--- src/rtl/board_ctrl_pkg.sv ---
package board_ctrl_pkg;

    localparam int unsigned BYTE_W = 8;
    localparam int unsigned LANE_W = 4;

    // register offsets: software decodes these, so the order is fixed
    localparam int unsigned OFF_REV_MAJ = 'h00;
    localparam int unsigned OFF_REV_MIN = 'h01;
    localparam int unsigned OFF_PCB_REV = 'h02;
    localparam int unsigned OFF_KEEPRST = 'h03;
    localparam int unsigned OFF_OVR     = 'h04;
    localparam int unsigned OFF_CFG1    = 'h05;
    localparam int unsigned OFF_CFG2    = 'h06;
    localparam int unsigned OFF_BANK    = 'h07;
    localparam int unsigned OFF_GPIO    = 'h08;
    localparam int unsigned OFF_I2C     = 'h09;
    localparam int unsigned OFF_SPI     = 'h0A;
    localparam int unsigned OFF_USB     = 'h0B;
    localparam int unsigned OFF_LCD     = 'h0C;
    localparam int unsigned OFF_LANE    = 'h0D;
    localparam int unsigned OFF_INITRST = 'h0E;
    localparam int unsigned OFF_UNUSED  = 'h0F;

    // override bit positions
    localparam int unsigned OVR_I2C  = 1;
    localparam int unsigned OVR_USB  = 3;
    localparam int unsigned OVR_LCD  = 4;
    localparam int unsigned OVR_LANE = 5;
    localparam int unsigned OVR_BANK = 6;

    typedef enum logic [1:0] {
        RK_NONE = 2'd0,
        RK_KEEP = 2'd1,
        RK_INIT = 2'd2
    } rst_kind_e;

    typedef struct packed {
        logic [BYTE_W-1:0] ovr;
        logic [BYTE_W-1:0] cfg1;
        logic [BYTE_W-1:0] cfg2;
        logic              bank;
        logic [BYTE_W-1:0] gpio;
        logic              i2c_sel;
        logic              spi_sel;
        logic              usb_sel;
        logic              lcd_sel;
        logic [LANE_W-1:0] lane;
    } ctl_regs_t;

endpackage

--- src/rtl/brd_rst_seq.sv ---
module brd_rst_seq
    import board_ctrl_pkg::*;
#(
    parameter int unsigned RST_CYCLES = 16
) (
    input  logic      clk_i,
    input  logic      rst_ni,
    input  logic      keep_req_i,
    input  logic      init_req_i,
    output logic      active_o,
    output rst_kind_e kind_o
);
    localparam int unsigned CNT_W = $clog2(RST_CYCLES + 1);
    localparam logic [CNT_W-1:0] CNT_LOAD = CNT_W'(RST_CYCLES - 1);

    typedef struct packed {
        logic             active;
        logic [CNT_W-1:0] cnt;
        rst_kind_e        kind;
    } seq_t;

    seq_t seq_d, seq_q;

    always_comb begin
        seq_d = seq_q;
        if (seq_q.active) begin
            if (seq_q.cnt == '0) begin
                seq_d.active = 1'b0;
                seq_d.kind   = RK_NONE;
            end else begin
                seq_d.cnt = seq_q.cnt - CNT_W'(1);
            end
        end else if (keep_req_i) begin
            seq_d.active = 1'b1;
            seq_d.cnt    = CNT_LOAD;
            seq_d.kind   = RK_KEEP;
        end else if (init_req_i) begin
            seq_d.active = 1'b1;
            seq_d.cnt    = CNT_LOAD;
            seq_d.kind   = RK_INIT;
        end
    end

    // power-on: start with one pulse already running
    always_ff @(posedge clk_i or negedge rst_ni) begin
        if (!rst_ni) begin
            seq_q.active <= 1'b1;
            seq_q.cnt    <= CNT_LOAD;
            seq_q.kind   <= RK_NONE;
        end else begin
            seq_q <= seq_d;
        end
    end

    assign active_o = seq_q.active;
    assign kind_o   = seq_q.kind;

    AST_PULSE_HOLD: assert property (@(posedge clk_i) disable iff (!rst_ni)
        (seq_q.active && seq_q.cnt != '0) |=> seq_q.active);

    AST_NO_RETRIGGER: assert property (@(posedge clk_i) disable iff (!rst_ni)
        (seq_q.active && seq_q.cnt != '0) |=> (seq_q.cnt == $past(seq_q.cnt) - CNT_W'(1)));

    AST_IDLE_STAYS: assert property (@(posedge clk_i) disable iff (!rst_ni)
        (!seq_q.active && !keep_req_i && !init_req_i) |=> !seq_q.active);

endmodule

--- src/rtl/brd_regfile.sv ---
module brd_regfile
    import board_ctrl_pkg::*;
#(
    parameter int unsigned ADDR_W    = 5,
    parameter logic [7:0]  REV_MAJOR = 8'h03,
    parameter logic [7:0]  REV_MINOR = 8'h01,
    parameter logic [7:0]  PCB_REV   = 8'h02,
    parameter logic [7:0]  CFG1_DEF  = 8'h14,
    parameter logic [7:0]  CFG2_DEF  = 8'h40
) (
    input  logic              clk_i,
    input  logic              rst_ni,
    input  logic              cs_i,
    input  logic              we_i,
    input  logic [ADDR_W-1:0] addr_i,
    input  logic [BYTE_W-1:0] wdata_i,
    input  logic              busy_i,
    input  rst_kind_e         kind_i,
    output logic [BYTE_W-1:0] rdata_o,
    output ctl_regs_t         regs_o,
    output logic              keep_req_o,
    output logic              init_req_o
);
    localparam ctl_regs_t REGS_DEF = '{
        ovr: '0, cfg1: CFG1_DEF, cfg2: CFG2_DEF, bank: 1'b0, gpio: '0,
        i2c_sel: 1'b0, spi_sel: 1'b0, usb_sel: 1'b0, lcd_sel: 1'b0, lane: '0
    };

    typedef struct packed {
        ctl_regs_t         r;
        logic [BYTE_W-1:0] rd;
    } rf_t;

    rf_t  rf_d, rf_q;
    logic wr;
    logic restore;

    always_comb begin
        rf_d       = rf_q;
        wr         = cs_i && we_i;
        keep_req_o = wr && (addr_i == ADDR_W'(OFF_KEEPRST)) && wdata_i[0];
        init_req_o = wr && (addr_i == ADDR_W'(OFF_INITRST)) && wdata_i[0];
        restore    = init_req_o && !busy_i;

        if (cs_i && !we_i) begin
            case (addr_i)
                ADDR_W'(OFF_REV_MAJ): rf_d.rd = REV_MAJOR;
                ADDR_W'(OFF_REV_MIN): rf_d.rd = REV_MINOR;
                ADDR_W'(OFF_PCB_REV): rf_d.rd = PCB_REV;
                ADDR_W'(OFF_KEEPRST): rf_d.rd = BYTE_W'(busy_i && kind_i == RK_KEEP);
                ADDR_W'(OFF_OVR):     rf_d.rd = rf_q.r.ovr;
                ADDR_W'(OFF_CFG1):    rf_d.rd = rf_q.r.cfg1;
                ADDR_W'(OFF_CFG2):    rf_d.rd = rf_q.r.cfg2;
                ADDR_W'(OFF_BANK):    rf_d.rd = BYTE_W'(rf_q.r.bank);
                ADDR_W'(OFF_GPIO):    rf_d.rd = rf_q.r.gpio;
                ADDR_W'(OFF_I2C):     rf_d.rd = BYTE_W'(rf_q.r.i2c_sel);
                ADDR_W'(OFF_SPI):     rf_d.rd = BYTE_W'(rf_q.r.spi_sel);
                ADDR_W'(OFF_USB):     rf_d.rd = BYTE_W'(rf_q.r.usb_sel);
                ADDR_W'(OFF_LCD):     rf_d.rd = BYTE_W'(rf_q.r.lcd_sel);
                ADDR_W'(OFF_LANE):    rf_d.rd = BYTE_W'(rf_q.r.lane);
                ADDR_W'(OFF_INITRST): rf_d.rd = BYTE_W'(busy_i && kind_i == RK_INIT);
                default:              rf_d.rd = '0;
            endcase
        end

        if (wr) begin
            case (addr_i)
                ADDR_W'(OFF_OVR):  rf_d.r.ovr     = wdata_i;
                ADDR_W'(OFF_CFG1): rf_d.r.cfg1    = wdata_i;
                ADDR_W'(OFF_CFG2): rf_d.r.cfg2    = wdata_i;
                ADDR_W'(OFF_BANK): rf_d.r.bank    = wdata_i[0];
                ADDR_W'(OFF_GPIO): rf_d.r.gpio    = wdata_i;
                ADDR_W'(OFF_I2C):  rf_d.r.i2c_sel = wdata_i[0];
                ADDR_W'(OFF_SPI):  rf_d.r.spi_sel = wdata_i[0];
                ADDR_W'(OFF_USB):  rf_d.r.usb_sel = wdata_i[0];
                ADDR_W'(OFF_LCD):  rf_d.r.lcd_sel = wdata_i[0];
                ADDR_W'(OFF_LANE): rf_d.r.lane    = wdata_i[LANE_W-1:0];
                default: ;
            endcase
        end

        if (restore) begin
            rf_d.r = REGS_DEF;
        end
    end

    always_ff @(posedge clk_i or negedge rst_ni) begin
        if (!rst_ni) begin
            rf_q.r  <= REGS_DEF;
            rf_q.rd <= '0;
        end else begin
            rf_q <= rf_d;
        end
    end

    assign rdata_o = rf_q.rd;
    assign regs_o  = rf_q.r;

    AST_REV_READ: assert property (@(posedge clk_i) disable iff (!rst_ni)
        (cs_i && !we_i && addr_i == ADDR_W'(OFF_REV_MAJ)) |=> (rdata_o == REV_MAJOR));

    AST_UNUSED_ZERO: assert property (@(posedge clk_i) disable iff (!rst_ni)
        (cs_i && !we_i && addr_i >= ADDR_W'(OFF_UNUSED)) |=> (rdata_o == '0));

    AST_INIT_CLEARS: assert property (@(posedge clk_i) disable iff (!rst_ni)
        (init_req_o && !busy_i) |=> (regs_o.ovr == '0 && regs_o.gpio == '0));

    AST_KEEP_HOLDS: assert property (@(posedge clk_i) disable iff (!rst_ni)
        (keep_req_o && !busy_i) |=> (regs_o == $past(regs_o)));

endmodule

--- src/rtl/brd_route.sv ---
module brd_route
    import board_ctrl_pkg::*;
(
    input  logic              clk_i,
    input  logic              rst_ni,
    input  ctl_regs_t         regs_i,
    input  logic              active_i,
    input  logic              sw_i2c_i,
    input  logic              sw_usb_i,
    input  logic              sw_lcd_i,
    input  logic              sw_bank_i,
    input  logic [LANE_W-1:0] sw_lane_i,
    output logic              mux_i2c_o,
    output logic              mux_usb_o,
    output logic              mux_lcd_o,
    output logic              bank_o,
    output logic [LANE_W-1:0] lane_o
);
    typedef struct packed {
        logic              bank;
        logic [LANE_W-1:0] lane;
    } cap_t;

    cap_t cap_d, cap_q;
    logic              eff_bank;
    logic [LANE_W-1:0] eff_lane;

    always_comb begin
        eff_bank = regs_i.ovr[OVR_BANK] ? regs_i.bank : sw_bank_i;
        eff_lane = regs_i.ovr[OVR_LANE] ? regs_i.lane : sw_lane_i;
        cap_d    = cap_q;
        if (active_i) begin
            cap_d.bank = eff_bank;
            cap_d.lane = eff_lane;
        end
    end

    always_ff @(posedge clk_i or negedge rst_ni) begin
        if (!rst_ni) begin
            cap_q <= '0;
        end else begin
            cap_q <= cap_d;
        end
    end

    assign mux_i2c_o = regs_i.ovr[OVR_I2C] ? regs_i.i2c_sel : sw_i2c_i;
    assign mux_usb_o = regs_i.ovr[OVR_USB] ? regs_i.usb_sel : sw_usb_i;
    assign mux_lcd_o = regs_i.ovr[OVR_LCD] ? regs_i.lcd_sel : sw_lcd_i;
    assign bank_o    = cap_q.bank;
    assign lane_o    = cap_q.lane;

    AST_CAPTURE_HOLD: assert property (@(posedge clk_i) disable iff (!rst_ni)
        !active_i |=> ($stable(bank_o) && $stable(lane_o)));

endmodule

--- src/rtl/board_ctrl_regs.sv ---
module board_ctrl_regs
    import board_ctrl_pkg::*;
#(
    parameter int unsigned ADDR_W     = 5,
    parameter int unsigned RST_CYCLES = 16,
    parameter logic [7:0]  REV_MAJOR  = 8'h03,
    parameter logic [7:0]  REV_MINOR  = 8'h01,
    parameter logic [7:0]  PCB_REV    = 8'h02,
    parameter logic [7:0]  CFG1_DEF   = 8'h14,
    parameter logic [7:0]  CFG2_DEF   = 8'h40
) (
    input  logic              clk_i,
    input  logic              rst_ni,
    input  logic              cs_i,
    input  logic              we_i,
    input  logic [ADDR_W-1:0] addr_i,
    input  logic [7:0]        wr_data_i,
    output logic [7:0]        rd_data_o,
    input  logic              sw_i2c_lbus_i,
    input  logic              sw_usb_can_i,
    input  logic              sw_lcd_comm_i,
    input  logic              sw_bank_i,
    input  logic [3:0]        sw_lane_i,
    output logic              brd_rst_no,
    output logic              mux_i2c_lbus_o,
    output logic              mux_spi_o,
    output logic              mux_usb_can_o,
    output logic              mux_lcd_comm_o,
    output logic              boot_bank_o,
    output logic [3:0]        lane_sel_o,
    output logic [7:0]        cfg_word1_o,
    output logic [7:0]        cfg_word2_o,
    output logic [7:0]        gpio_o
);
    ctl_regs_t regs;
    logic      keep_req;
    logic      init_req;
    logic      active;
    rst_kind_e kind;

    brd_regfile #(
        .ADDR_W(ADDR_W), .REV_MAJOR(REV_MAJOR), .REV_MINOR(REV_MINOR),
        .PCB_REV(PCB_REV), .CFG1_DEF(CFG1_DEF), .CFG2_DEF(CFG2_DEF)
    ) u_regfile (
        .clk_i(clk_i), .rst_ni(rst_ni), .cs_i(cs_i), .we_i(we_i),
        .addr_i(addr_i), .wdata_i(wr_data_i), .busy_i(active), .kind_i(kind),
        .rdata_o(rd_data_o), .regs_o(regs),
        .keep_req_o(keep_req), .init_req_o(init_req)
    );

    brd_rst_seq #(.RST_CYCLES(RST_CYCLES)) u_rst_seq (
        .clk_i(clk_i), .rst_ni(rst_ni), .keep_req_i(keep_req),
        .init_req_i(init_req), .active_o(active), .kind_o(kind)
    );

    brd_route u_route (
        .clk_i(clk_i), .rst_ni(rst_ni), .regs_i(regs), .active_i(active),
        .sw_i2c_i(sw_i2c_lbus_i), .sw_usb_i(sw_usb_can_i), .sw_lcd_i(sw_lcd_comm_i),
        .sw_bank_i(sw_bank_i), .sw_lane_i(sw_lane_i),
        .mux_i2c_o(mux_i2c_lbus_o), .mux_usb_o(mux_usb_can_o), .mux_lcd_o(mux_lcd_comm_o),
        .bank_o(boot_bank_o), .lane_o(lane_sel_o)
    );

    assign brd_rst_no  = ~active;
    assign mux_spi_o   = regs.spi_sel;
    assign cfg_word1_o = regs.cfg1;
    assign cfg_word2_o = regs.cfg2;
    assign gpio_o      = regs.gpio;

endmodule

--- config.mk ---
export PLATFORM = sky130hd
export DESIGN_NAME = board_ctrl_regs
export DESIGN_NICKNAME = d
export VERILOG_FILES = /design/src/rtl/board_ctrl_pkg.sv /design/src/rtl/brd_rst_seq.sv /design/src/rtl/brd_regfile.sv /design/src/rtl/brd_route.sv /design/src/rtl/board_ctrl_regs.sv
export SDC_FILE = /design/constraint.sdc
export NUM_CORES = 1
export LEC_CHECK = 0
export BUFFER_PORTS_ARGS = -buffer_cell sky130_fd_sc_hd__buf_4
export CAP_MARGIN = 20
export CORE_MARGIN = 2
export CORE_UTILIZATION = 45
export CTS_BUF_LIST = sky130_fd_sc_hd__clkbuf_4
export CTS_CLUSTER_SIZE = 25
export DETAILED_ROUTE_END_ITERATION = 10
export PLACE_DENSITY = 0.68
export SYNTH_ARGS = -nofsm -noshare
export SYNTH_HDL_FRONTEND = slang
export SYNTH_HIERARCHICAL = 1
export SYNTH_SLANG_ARGS = --single-unit
--- constraint.sdc ---
create_clock -name clk_i -period 2.1 [get_ports clk_i]
set_input_delay 0.42 -clock clk_i [delete_from_list [all_inputs] [get_ports clk_i]]
set_output_delay 0.42 -clock clk_i [all_outputs]
set_load 0.02 [all_outputs]
==> reports/qor.csv, run 1 <==
stage,metric,value,unit
outcome,status,"complete, no violations",
global_route,grt_max_degree,63,
worst_setup_path,cp_slowest_cell,dfstp_2,
sta,setup_viol,0,
routing,antenna_left,0,
global_route,grt.total_usage,23.3,%
sta,fin_skew,9.80,ps
worst_setup_path,slowest_delay,400,ps
yosys,synth_area_leaders,"dfrtp_1, mux2_2, dfstp_2",
clocking,clockBufferDepth,2,
worst_setup_path,setup.worst_path.class,reg -> reg,
layout,layout.nets,410,
clocking,cts_buffers,9,
pwr,ir_drop,0.524,mV
yosys,syn_avg_cell_area,11.0,sq um
sta,tightest_slew,769,ps
yosys,synthCells,294,
pwr,leakage,0.00190,uW
yosys,ys_seq_elements,62,
yosys,synth_cell_types,53,
placed_design,place_hpwl,6.13,mm
layout,antenna_cells,0,
floorplanning,pin_count,67,
routing,drt_iter0_drc,186,
worst_setup_path,setup.worst_path.start_class,register,
worst_setup_path,crit_arrival,2220,ps
yosys,async_flop_share,100,%
yosys,yosysSeqAreaShare,48.1,%
yosys,synth_ff_type,dfrtp_1,
layout,finalNonFillerCells,484,
layout,drive_gt1_share,42.3,%
clocking,clock_sinks,62,
hold_path,hold_path_class,in -> async,
yosys,yosysTopAreaCell,dfrtp_1,
clocking,cts.clk_slew.worst_paths,100,ps
yosys,yosysTopAreaCellShare,41.6,%
floorplanning,dieArea,7910,sq um
placed_design,gp_congestion,0.846,
yosys,synth_common_cells,"dfrtp_1, mux2_2, nand2_1",
routing,wl_per_cell,17.4,um
clocking,cts.htree.levels,3,
worst_setup_path,path_max_fanout,8,
worst_setup_path,cp_top_family,simple AND/OR/NAND/NOR gates,
layout,fin_util,60.2,%
yosys,synth_most_common_cell,dfrtp_1,
floorplanning,core,6910,sq um
worst_setup_path,path_cells,nor3b_1 -> nand3_2 -> a21oi_4 -> mux2_2,
worst_setup_path,crit_buf_inv,0,
routing,dr.pass1.iters,4,
yosys,synth_nets,321,
routing,viasPerCell,5.45,
placed_design,dp.cells,468,
clocking,hold_buffers,0,
routing,wl,8.44,mm
clocking,cts_resized,0,
floorplanning,placementRows,30,
sta,slew_viol_final,0,
sta,min_period,1910,ps
pwr,power_density,911,nW/um^2
sta,hold_viol,0,
sta,fmax,525,MHz
floorplanning,die_w,89.0,um
yosys,synth_edf_count,0,
layout,area_growth,28.0,%
sta,finalSetupTns,0,ps
global_route,grt-ovfl-total,0,
global_route,grt_first_pass_wirelength,13.7,mm
job,maxCapViolations,0,
floorplanning,dieHeight,89.0,um
yosys,yosys_warnings,6,
clocking,clk_latency,420,ps
worst_setup_path,endpoint_kind,register,
clocking,cts_tree,done,
routing,drc,0,
routing,vias,2640,
worst_setup_path,worstPathRequired,2410,ps
global_route,grt_pass1_vias,2673,
yosys,syn-cell-area,3250,sq um
sta,rsz0062_at_grt,false,
sta,finalCritPeriodShare,90.8,%
global_route,antenna_found_initial,0,
clocking,clock-root-buffer,clkbuf_4,
sta,relSlewSlack,48.7,%
placed_design,portBuffers,66,
clocking,cts_setup_buffers,0,
floorplanning,initial_utilization,47.0,%
## stage by stage
| stage | hold slack [ps] | instance area (sq um) | power (uW) | setup slack [ps] |
|---|---|---|---|---|
| finish | 76.6 | 4160 | 3790 | 194 |
| global route | 110 | 4160 | 4020 | 50.0 |
| CTS | 81.1 | 4160 | 3830 | 228 |
| detailed placement | 471 | 4020 | 3000 | -5.80 |
| global placement | 475 | 4020 | 2960 | 32.9 |
| floorplan | 124 | 3250 | 2470 | 68.0 |
## where the power goes
part           leakage, uW  switching (uW)  internal [uW]
Clock            0.0000743             435            382
Combinational      0.00103             635            588
Sequential        0.000787             238           1510
## registers in the layout, indices dropped and copies added, names as in the netlist
name                count
u_regfile/regs_o       41
u_regfile/rdata_o       8
u_rst_seq/seq_q         5
u_route/lane_o          4
u_rst_seq/kind_o        2
u_route/bank_o          1
u_rst_seq/active_o      1
## layout by cell type, fill, tap and decap left out, drive strengths merged, types with 4 or more instances in the layout
cell type	instances
nand2b	7
dfrtp	54
o2bb2ai	4
mux2	36
a221oi	5
dfstp	8
and2	10
a21oi	20
inv	7
a22o	5
o21ai	12
buf	95
clkbuf	11
nor3	11
nand2	22
mux2i	17
nor2	19
## kinds of logic (layout without fill, tap and decap cells)
kind of cell	count (synthesis)	in the layout	share of synthesized area, %
flops	62	62	48.1
simple gates	88	88	14.9
fa+ha+maj	2	2	0.770
mux	53	53	17.7
compound gates	65	65	14.8
buf+inv	24	118	3.74
## final timing paths
check	from	to	slack, ps	cells past startpoint
max	u_rst_seq/active_o	u_regfile/regs_o[13]	190	4
min	rst_ni	u_regfile/regs_o[32]	80	1
max reg2reg	u_rst_seq/active_o	u_regfile/regs_o[13]	190	4
min reg2reg	u_regfile/rdata_o[5]	u_regfile/rdata_o[5]	490	2
max in group asynchronous	rst_ni	u_regfile/regs_o[39]	1530	1
min in group clk_i	wr_data_i[1]	u_regfile/regs_o[1]	250	2
## metal layers
metal	up-vias	global-route usage (%)	wire length [um]
li1	1251	-	-
met1	1283	30.6	3710
met2	95	37.9	3990
met3	11	6.74	606
met4	0	6.92	135
met5	-	0	0
## area by class of cell
class | count | area (sq um)
clock buffer | 11 | 82.6
clock inverter | 5 | 51.3
fill | 637 | 2750
inverter | 7 | 26.3
multi-input combinational | 208 | 1570
sequential | 62 | 1560
tap | 96 | 120
timing repair buffer | 95 | 751
Note: power is estimated with default switching activity, not from simulation.
==> run 2: changes to the inputs <==
--- a/config.mk
+++ b/config.mk
@@ -7,7 +7,7 @@
 export LEC_CHECK = 0
 export BUFFER_PORTS_ARGS = -buffer_cell sky130_fd_sc_hd__buf_4
 export CAP_MARGIN = 20
-export CORE_MARGIN = 2
+export CORE_MARGIN = 3
 export CORE_UTILIZATION = 45
 export CTS_BUF_LIST = sky130_fd_sc_hd__clkbuf_4
 export CTS_CLUSTER_SIZE = 25
==> constraint.sdc (replaced) <==
create_clock -name clk_i -period 1.95 [get_ports clk_i]
set_input_delay 0.39 -clock clk_i [delete_from_list [all_inputs] [get_ports clk_i]]
set_output_delay 0.39 -clock clk_i [all_outputs]
set_load 0.02 [all_outputs]
==> reports/qor.csv, run 2 (synthesis gave the netlist of run 1 again) <==
stage,metric,value,unit,change
outcome,status,"complete, no violations",,unchanged
sta,fin_skew,15.8,ps,was 9.80 ps
worst_setup_path,path_max_fanout,19,,was 8
floorplanning,placementRows,30,,unchanged
layout,largest_reg_flops,41,,unchanged
pwr,power_density,965,nW/um^2,was 911 nW/um^2
routing,antenna_left,0,,unchanged
clocking,clock_sinks,62,,unchanged
routing,dr.pass1.iters,4,,unchanged
routing,viasPerCell,5.31,,was 5.45
floorplanning,pin_count,67,,unchanged
floorplanning,dieHeight,91.0,um,was 89.0 um
layout,final_cell_mix,"buf_4, dfrtp_1, mux2_2",,unchanged
worst_setup_path,setup.worst_path.class,reg -> out,,was reg -> reg
worst_setup_path,slowest_delay,570,ps,was 400 ps
layout,drive_gt1_share,43.1,%,was 42.3%
sta,fin_hold_ws,66.8,ps,was 76.6 ps
clocking,cts.clk_slew.worst_paths,100,ps,about the same
sta,fmax,566,MHz,
routing,drt_iter0_drc,241,,was 186
routing,wl,8.28,mm,was 8.44 mm
layout,area_growth,29.1,%,was 28.0%
floorplanning,die_w,91.0,um,was 89.0 um
clocking,cts.htree.levels,3,,unchanged
layout,layout.nets,417,,was 410
worst_setup_path,cp_common_cell,buf_4,,
worst_setup_path,setup.worst_path.start_class,register,,unchanged
sta,setup_viol,0,,unchanged
clocking,hold_buffers,0,,unchanged
floorplanning,initial_utilization,47.0,%,unchanged
routing,drc,0,,unchanged
sta,rsz0062_at_grt,false,,unchanged
global_route,grt_pass1_vias,2649,,was 2673
global_route,grt-ovfl-total,0,,unchanged
sta,slew_viol_final,0,,unchanged
placed_design,gp_congestion,0.883,,was 0.846
layout,antenna_cells,0,,unchanged
global_route,grt_max_degree,63,,unchanged
routing,wl_per_cell,16.9,um,was 17.4 um
global_route,grt.total_usage,20.9,%,was 23.3%
placed_design,dp.cells,475,,was 468
clocking,clk_latency,390,ps,was 420 ps
clocking,cts_setup_buffers,0,,unchanged
hold_path,hold_path_class,in -> async,,unchanged
pwr,ir_drop,0.452,mV,was 0.524 mV
placed_design,place_hpwl,6.11,mm,was 6.13 mm
clocking,clockBufferDepth,2,,unchanged
floorplanning,dieArea,8270,sq um,was 7910 sq um
job,maxCapViolations,0,,unchanged
pwr,leakage,0.00193,uW,was 0.00190 uW
sta,tightest_slew,780,ps,was 769 ps
routing,vias,2601,,was 2640
sta,hold_viol,0,,unchanged
sta,finalSetupTns,0,ps,unchanged
global_route,antenna_found_initial,0,,unchanged
placed_design,portBuffers,66,,unchanged
layout,final_common_cell,buf_4,,unchanged
worst_setup_path,crit_arrival,1380,ps,was 2220 ps
sta,finalCritPeriodShare,90.5,%,
clocking,cts_tree,done,,unchanged
clocking,cts_resized,0,,unchanged
layout,fin_util,60.7,%,was 60.2%
clocking,cts_buffers,9,,unchanged
worst_setup_path,path_cells,buf_4 -> inv_1 -> buf_4,,was nor3b_1 -> nand3_2 -> a21oi_4 -> mux2_2
worst_setup_path,worstPathRequired,1560,ps,was 2410 ps
layout,n_fill_cell,601,,was 637
layout,finalNonFillerCells,490,,was 484
worst_setup_path,endpoint_kind,output port,,was register
sta,min_period,1770,ps,
floorplanning,core,6910,sq um,unchanged
clocking,clock-root-buffer,clkbuf_4,,unchanged
global_route,grt_first_pass_wirelength,13.7,mm,about the same
worst_setup_path,cp_slowest_cell,dfstp_2,,unchanged
pwr,power,4050,uW,was 3790 uW
sta,relSlewSlack,48.0,%,was 48.7%
==> run 2: cell types whose count changed in the layout (fill, tap and decap cells not counted) <==
cell      before  now
buf_12         3    2
mux2_4         0    1
buf_4         92  100
clkbuf_4      11   10
mux2_2        33   32
==> run 2: final timing paths <==
| check | from | to | slack (ps) | cells past startpoint |
|---|---|---|---|---|
| min in group clk_i | wr_data_i[1] | u_regfile/regs_o[1] | 260 | 2 |
| worst max register to register | u_rst_seq/active_o | u_regfile/regs_o[9] | 190 | 6 |
| worst min register to register | u_regfile/rdata_o[4] | u_regfile/rdata_o[4] | 500 | 2 |
| worst max-delay path | u_rst_seq/active_o | brd_rst_no | 180 | 3 |
| max in group asynchronous | rst_ni | u_regfile/regs_o[8] | 1360 | 1 |
| worst min-delay path | rst_ni | u_regfile/rdata_o[0] | 70 | 1 |
==> run 2: per-layer routing <==
metal  track usage (%)  wire (um)
met1              29.8       3790
met2              32.7       3920
met3              3.48        501
met4              6.53         70
met5                 0          0
==> run 2: where the power goes <==
part / internal (uW) / switching [uW] / leakage, uW / total, uW
combinational: 642 / 681 / 0.00107 / 1320
clock: 391 / 450 / 0.0000697 / 841
sequential: 1630 / 257 / 0.000787 / 1880
total: 2660 / 1390 / 0.00193 / 4050
==> run 2: through the flow <==
step | setup slack (ps) | cell area, sq um
6_report | 185 | 4190
5_1_grt | 95.5 | 4190
4_1_cts | 148 | 4190
3_5_place_dp | -116 | 4070
3_3_place_gp | -77.1 | 4070
2_1_floorplan | -11.0 | 3260
==> run 2: final cells by class <==
cell class | instances | area, sq um | area share (%)
clock buffers | 10 | 75.1 | 1.79
clock inverters | 5 | 51.3 | 1.22
inverters | 7 | 26.3 | 0.626
multi-input cells | 208 | 1570 | 37.4
flip-flops and latches | 62 | 1560 | 37.2
well taps | 96 | 120 | 2.86
repair buffers | 102 | 791 | 18.9
==> run 2: critical path, delay by kind of cell, from the launching register on <==
kind	cells	cell delay [ps]
flip-flops	1	570
buffers and inverters	3	430
==> run 3: changes to the inputs <==
--- a/config.mk
+++ b/config.mk
@@ -5,14 +5,14 @@
 export SDC_FILE = /design/constraint.sdc
 export NUM_CORES = 1
 export LEC_CHECK = 0
+export ABC_AREA = 1
 export BUFFER_PORTS_ARGS = -buffer_cell sky130_fd_sc_hd__buf_4
-export CAP_MARGIN = 20
 export CORE_MARGIN = 3
 export CORE_UTILIZATION = 45
 export CTS_BUF_LIST = sky130_fd_sc_hd__clkbuf_4
 export CTS_CLUSTER_SIZE = 25
 export DETAILED_ROUTE_END_ITERATION = 10
-export PLACE_DENSITY = 0.68
+export PLACE_DENSITY = 0.67
 export SYNTH_ARGS = -nofsm -noshare
 export SYNTH_HDL_FRONTEND = slang
 export SYNTH_HIERARCHICAL = 1
==> reports/qor.csv, run 3 <==
stage,metric,value,unit,change
yosys,synth_common_cells,"nand2_1, inv_1, dfrtp_1",,"was dfrtp_1, mux2_2, nand2_1"
routing,wl_per_cell,13.4,um,was 16.9 um
layout,final_cell_mix,"nand2_1, inv_1, buf_4",,"was buf_4, dfrtp_1, mux2_2"
worst_setup_path,worstRegToRegCells,6,,unchanged
sta,rsz0062_at_grt,false,,unchanged
yosys,yosysSeqAreaShare,45.6,%,was 48.1%
yosys,synth_area_leaders,"dfrtp_1, nand2_1, inv_1",,"was dfrtp_1, mux2_2, dfstp_2"
pwr,power_density,803,nW/um^2,was 965 nW/um^2
yosys,synth_compound_area_share,13.8,%,was 14.8%
routing,wl,8.63,mm,was 8.28 mm
routing,drt_iter0_drc,213,,was 241
yosys,synth_most_common_cell,nand2_1,,was dfrtp_1
yosys,synth_nets,479,,was 321
placed_design,portBuffers,66,,unchanged
hold_path,worst_hold_startpoint,wr_data_i[2],,
yosys,synth_top_family_by_area,simple AND/OR/NAND/NOR gates,,was multiplexers
layout,area_growth,24.2,%,was 29.1%
sta,worst_slack,228,ps,was 185 ps
sta,hold_viol,0,,unchanged
sta,fmax,581,MHz,was 566 MHz
layout,drive_gt1_share,26.2,%,was 43.1%
yosys,async_flop_share,100,%,unchanged
yosys,syn_avg_cell_area,7.58,sq um,was 11.0 sq um
routing,dr.pass1.iters,6,,was 4
yosys,synth_ff_type,dfrtp_1,,unchanged
layout,antenna_cells,0,,unchanged
sta,slew_viol_final,0,,unchanged
yosys,yosys.area_share.simple,26.8,%,was 14.9%
worst_setup_path,path_max_fanout,11,,was 19
layout,layout.nets,565,,was 417
floorplanning,dieArea,8700,sq um,was 8270 sq um
worst_setup_path,r2r-end,u_regfile/regs_o[29],,was u_regfile/regs_o[9]
layout,largest_reg_flops,41,,unchanged
job,maxCapViolations,0,,unchanged
clocking,cts_resized,0,,unchanged
clocking,cts.htree.levels,3,,unchanged
clocking,clk_latency,410,ps,was 390 ps
floorplanning,core,7330,sq um,was 6910 sq um
yosys,synth_edf_count,0,,unchanged
global_route,grt_first_pass_wirelength,14.3,mm,was 13.7 mm
sta,finalSetupTns,0,ps,unchanged
layout,finalNonFillerCells,642,,was 490
yosys,yosysTopAreaCell,dfrtp_1,,unchanged
floorplanning,placementRows,31,,was 30
worst_setup_path,timing.rr.start,u_rst_seq/active_o,,unchanged
global_route,antenna_found_initial,0,,unchanged
floorplanning,die_w,93.3,um,was 91.0 um
pwr,leakage,0.00228,uW,was 0.00193 uW
placed_design,gp_congestion,0.942,,was 0.883
pwr,power,3420,uW,was 4050 uW
yosys,yosysTopAreaCellShare,39.4,%,was 41.6%
layout,final_common_cell,nand2_1,,was buf_4
worst_setup_path,setup.worst_path.start_class,register,,unchanged
routing,drc,0,,unchanged
sta,setup_viol,0,,unchanged
outcome,status,"complete, no violations",,unchanged
global_route,grt_pass1_vias,2901,,was 2649
sta,fin_skew,15.6,ps,was 15.8 ps
yosys,synth_xor_area_share,0.511,%,was 0%
floorplanning,pin_count,67,,unchanged
placed_design,dp.cells,625,,was 475
placed_design,place_hpwl,6.67,mm,was 6.11 mm
sta,tightest_slew,426,ps,was 780 ps
sta,relSlewSlack,71.4,%,was 48.0%
hold_path,hold_path_class,in -> reg,,was in -> async
clocking,cts_tree,done,,unchanged
floorplanning,initial_utilization,46.7,%,was 47.0%
clocking,cts.clk_slew.worst_paths,110,ps,was 100 ps
pwr,ir_drop,0.576,mV,was 0.452 mV
placed_design,dp_worst_setup_slack,126,ps,was -116 ps
worst_setup_path,rrSetupSlack,470,ps,was 190 ps
global_route,grt_max_degree,26,,was 63
yosys,synthCells,452,,was 294
hold_path,worstHoldPathCells,5,,
yosys,synthAdderAreaFrac,0.730,%,was 0.770%
hold_path,holdPathEnd,u_regfile/regs_o[27],,
global_route,grt.total_usage,21.2,%,was 20.9%
worst_setup_path,endpoint_kind,output port,,unchanged
yosys,ys_seq_elements,62,,unchanged
sta,finalCritPeriodShare,88.3,%,was 90.5%
yosys,synthMuxAreaShare,0,%,was 17.7%
floorplanning,dieHeight,93.3,um,was 91.0 um
clocking,clockBufferDepth,2,,unchanged
global_route,grt-ovfl-total,0,,unchanged
routing,vias,3046,,was 2601
clocking,clock_sinks,62,,unchanged
yosys,yosys_warnings,6,,unchanged
yosys,synth_cell_types,28,,was 53
yosys,syn-cell-area,3430,sq um,was 3250 sq um
clocking,cts_buffers,9,,unchanged
worst_setup_path,setup.worst_path.class,reg -> out,,unchanged
worst_setup_path,crit_arrival,1330,ps,was 1380 ps
routing,antenna_left,0,,unchanged
clocking,cts_setup_buffers,0,,unchanged
routing,viasPerCell,4.74,,was 5.31
layout,n_fill_cell,711,,was 601
sta,min_period,1720,ps,was 1770 ps
worst_setup_path,worstPathRequired,1560,ps,about the same
clocking,clock-root-buffer,clkbuf_4,,unchanged
clocking,hold_buffers,1,,was 0
-- run 3: changes by cell type after synthesis, sizes merged, moves of 17 or more --
| cell | delta |
|---|---|
| nand3 | +25 |
| mux2 | -36 |
| nand2 | +129 |
| inv | +84 |
| mux2i | -17 |
| o21ai | +47 |
-- run 3: final cells by class --
cell class	instances	area, sq um	share of cell area (%)
sequential	62	1560	36.7
multi-input combinational	288	1430	33.7
timing repair buffer	85	678	15.9
inverter	92	345	8.12
tap	99	124	2.91
clock buffer	11	82.6	1.94
clock inverter	5	28.8	0.676
-- run 3: cell families (layout without fill, tap and decap cells) --
kind of cell,count (synthesis),count (layout)
xor gates and xnor gates,2,2
adders and majority gates,2,2
and+or+nand+nor,209,209
AOI/OAI and AO/OA,75,75
DFF,62,62
buffers and inverters,102,193
-- run 3: per-layer routing --
metal | track usage, % | vias to the layer above | share of wire (%)
met3 | 4.34 | 8 | 5.1
met2 | 31.8 | 74 | 45
met1 | 30.7 | 1398 | 49
met4 | 6.72 | 0 | 0.81
met5 | 0 | - | 0
li1 | - | 1566 | -
-- run 3: power by group --
group / leakage (uW) / total, uW / switching (uW) / internal (uW)
clock: 0.0000603 / 749 / 467 / 282
sequential: 0.000705 / 1710 / 191 / 1510
combinational: 0.00151 / 960 / 561 / 399
-- run 3: worst max-delay path by stage --
stage                                   from                 end  depth (start not counted)
final                     u_rst_seq/active_o          brd_rst_no                          3
after detailed placement           addr_i[1]  u_rst_seq/seq_q[3]                          9
after floorplan                    addr_i[2]  u_rst_seq/seq_q[3]                          9
after global routing      u_rst_seq/active_o          brd_rst_no                          3
after global placement             addr_i[1]  u_rst_seq/seq_q[3]                          9
after CTS                 u_rst_seq/active_o          brd_rst_no                          3
-- run 3: per-stage QoR --
stage	instance area [sq um]	utilization [%]	hold WS, ps
floorplan	3430	-	94.4
global placement	4130	56.4	310
detailed placement	4130	56.4	312
CTS	4250	58.0	233
global route	4250	58.0	252
finish	4250	58.0	255
-- run 3: critical path, stage by stage, from the launching register on --
cell,delay (ps)
dfstp_2,540
buf_4,180
inv_1,50
buf_4,150
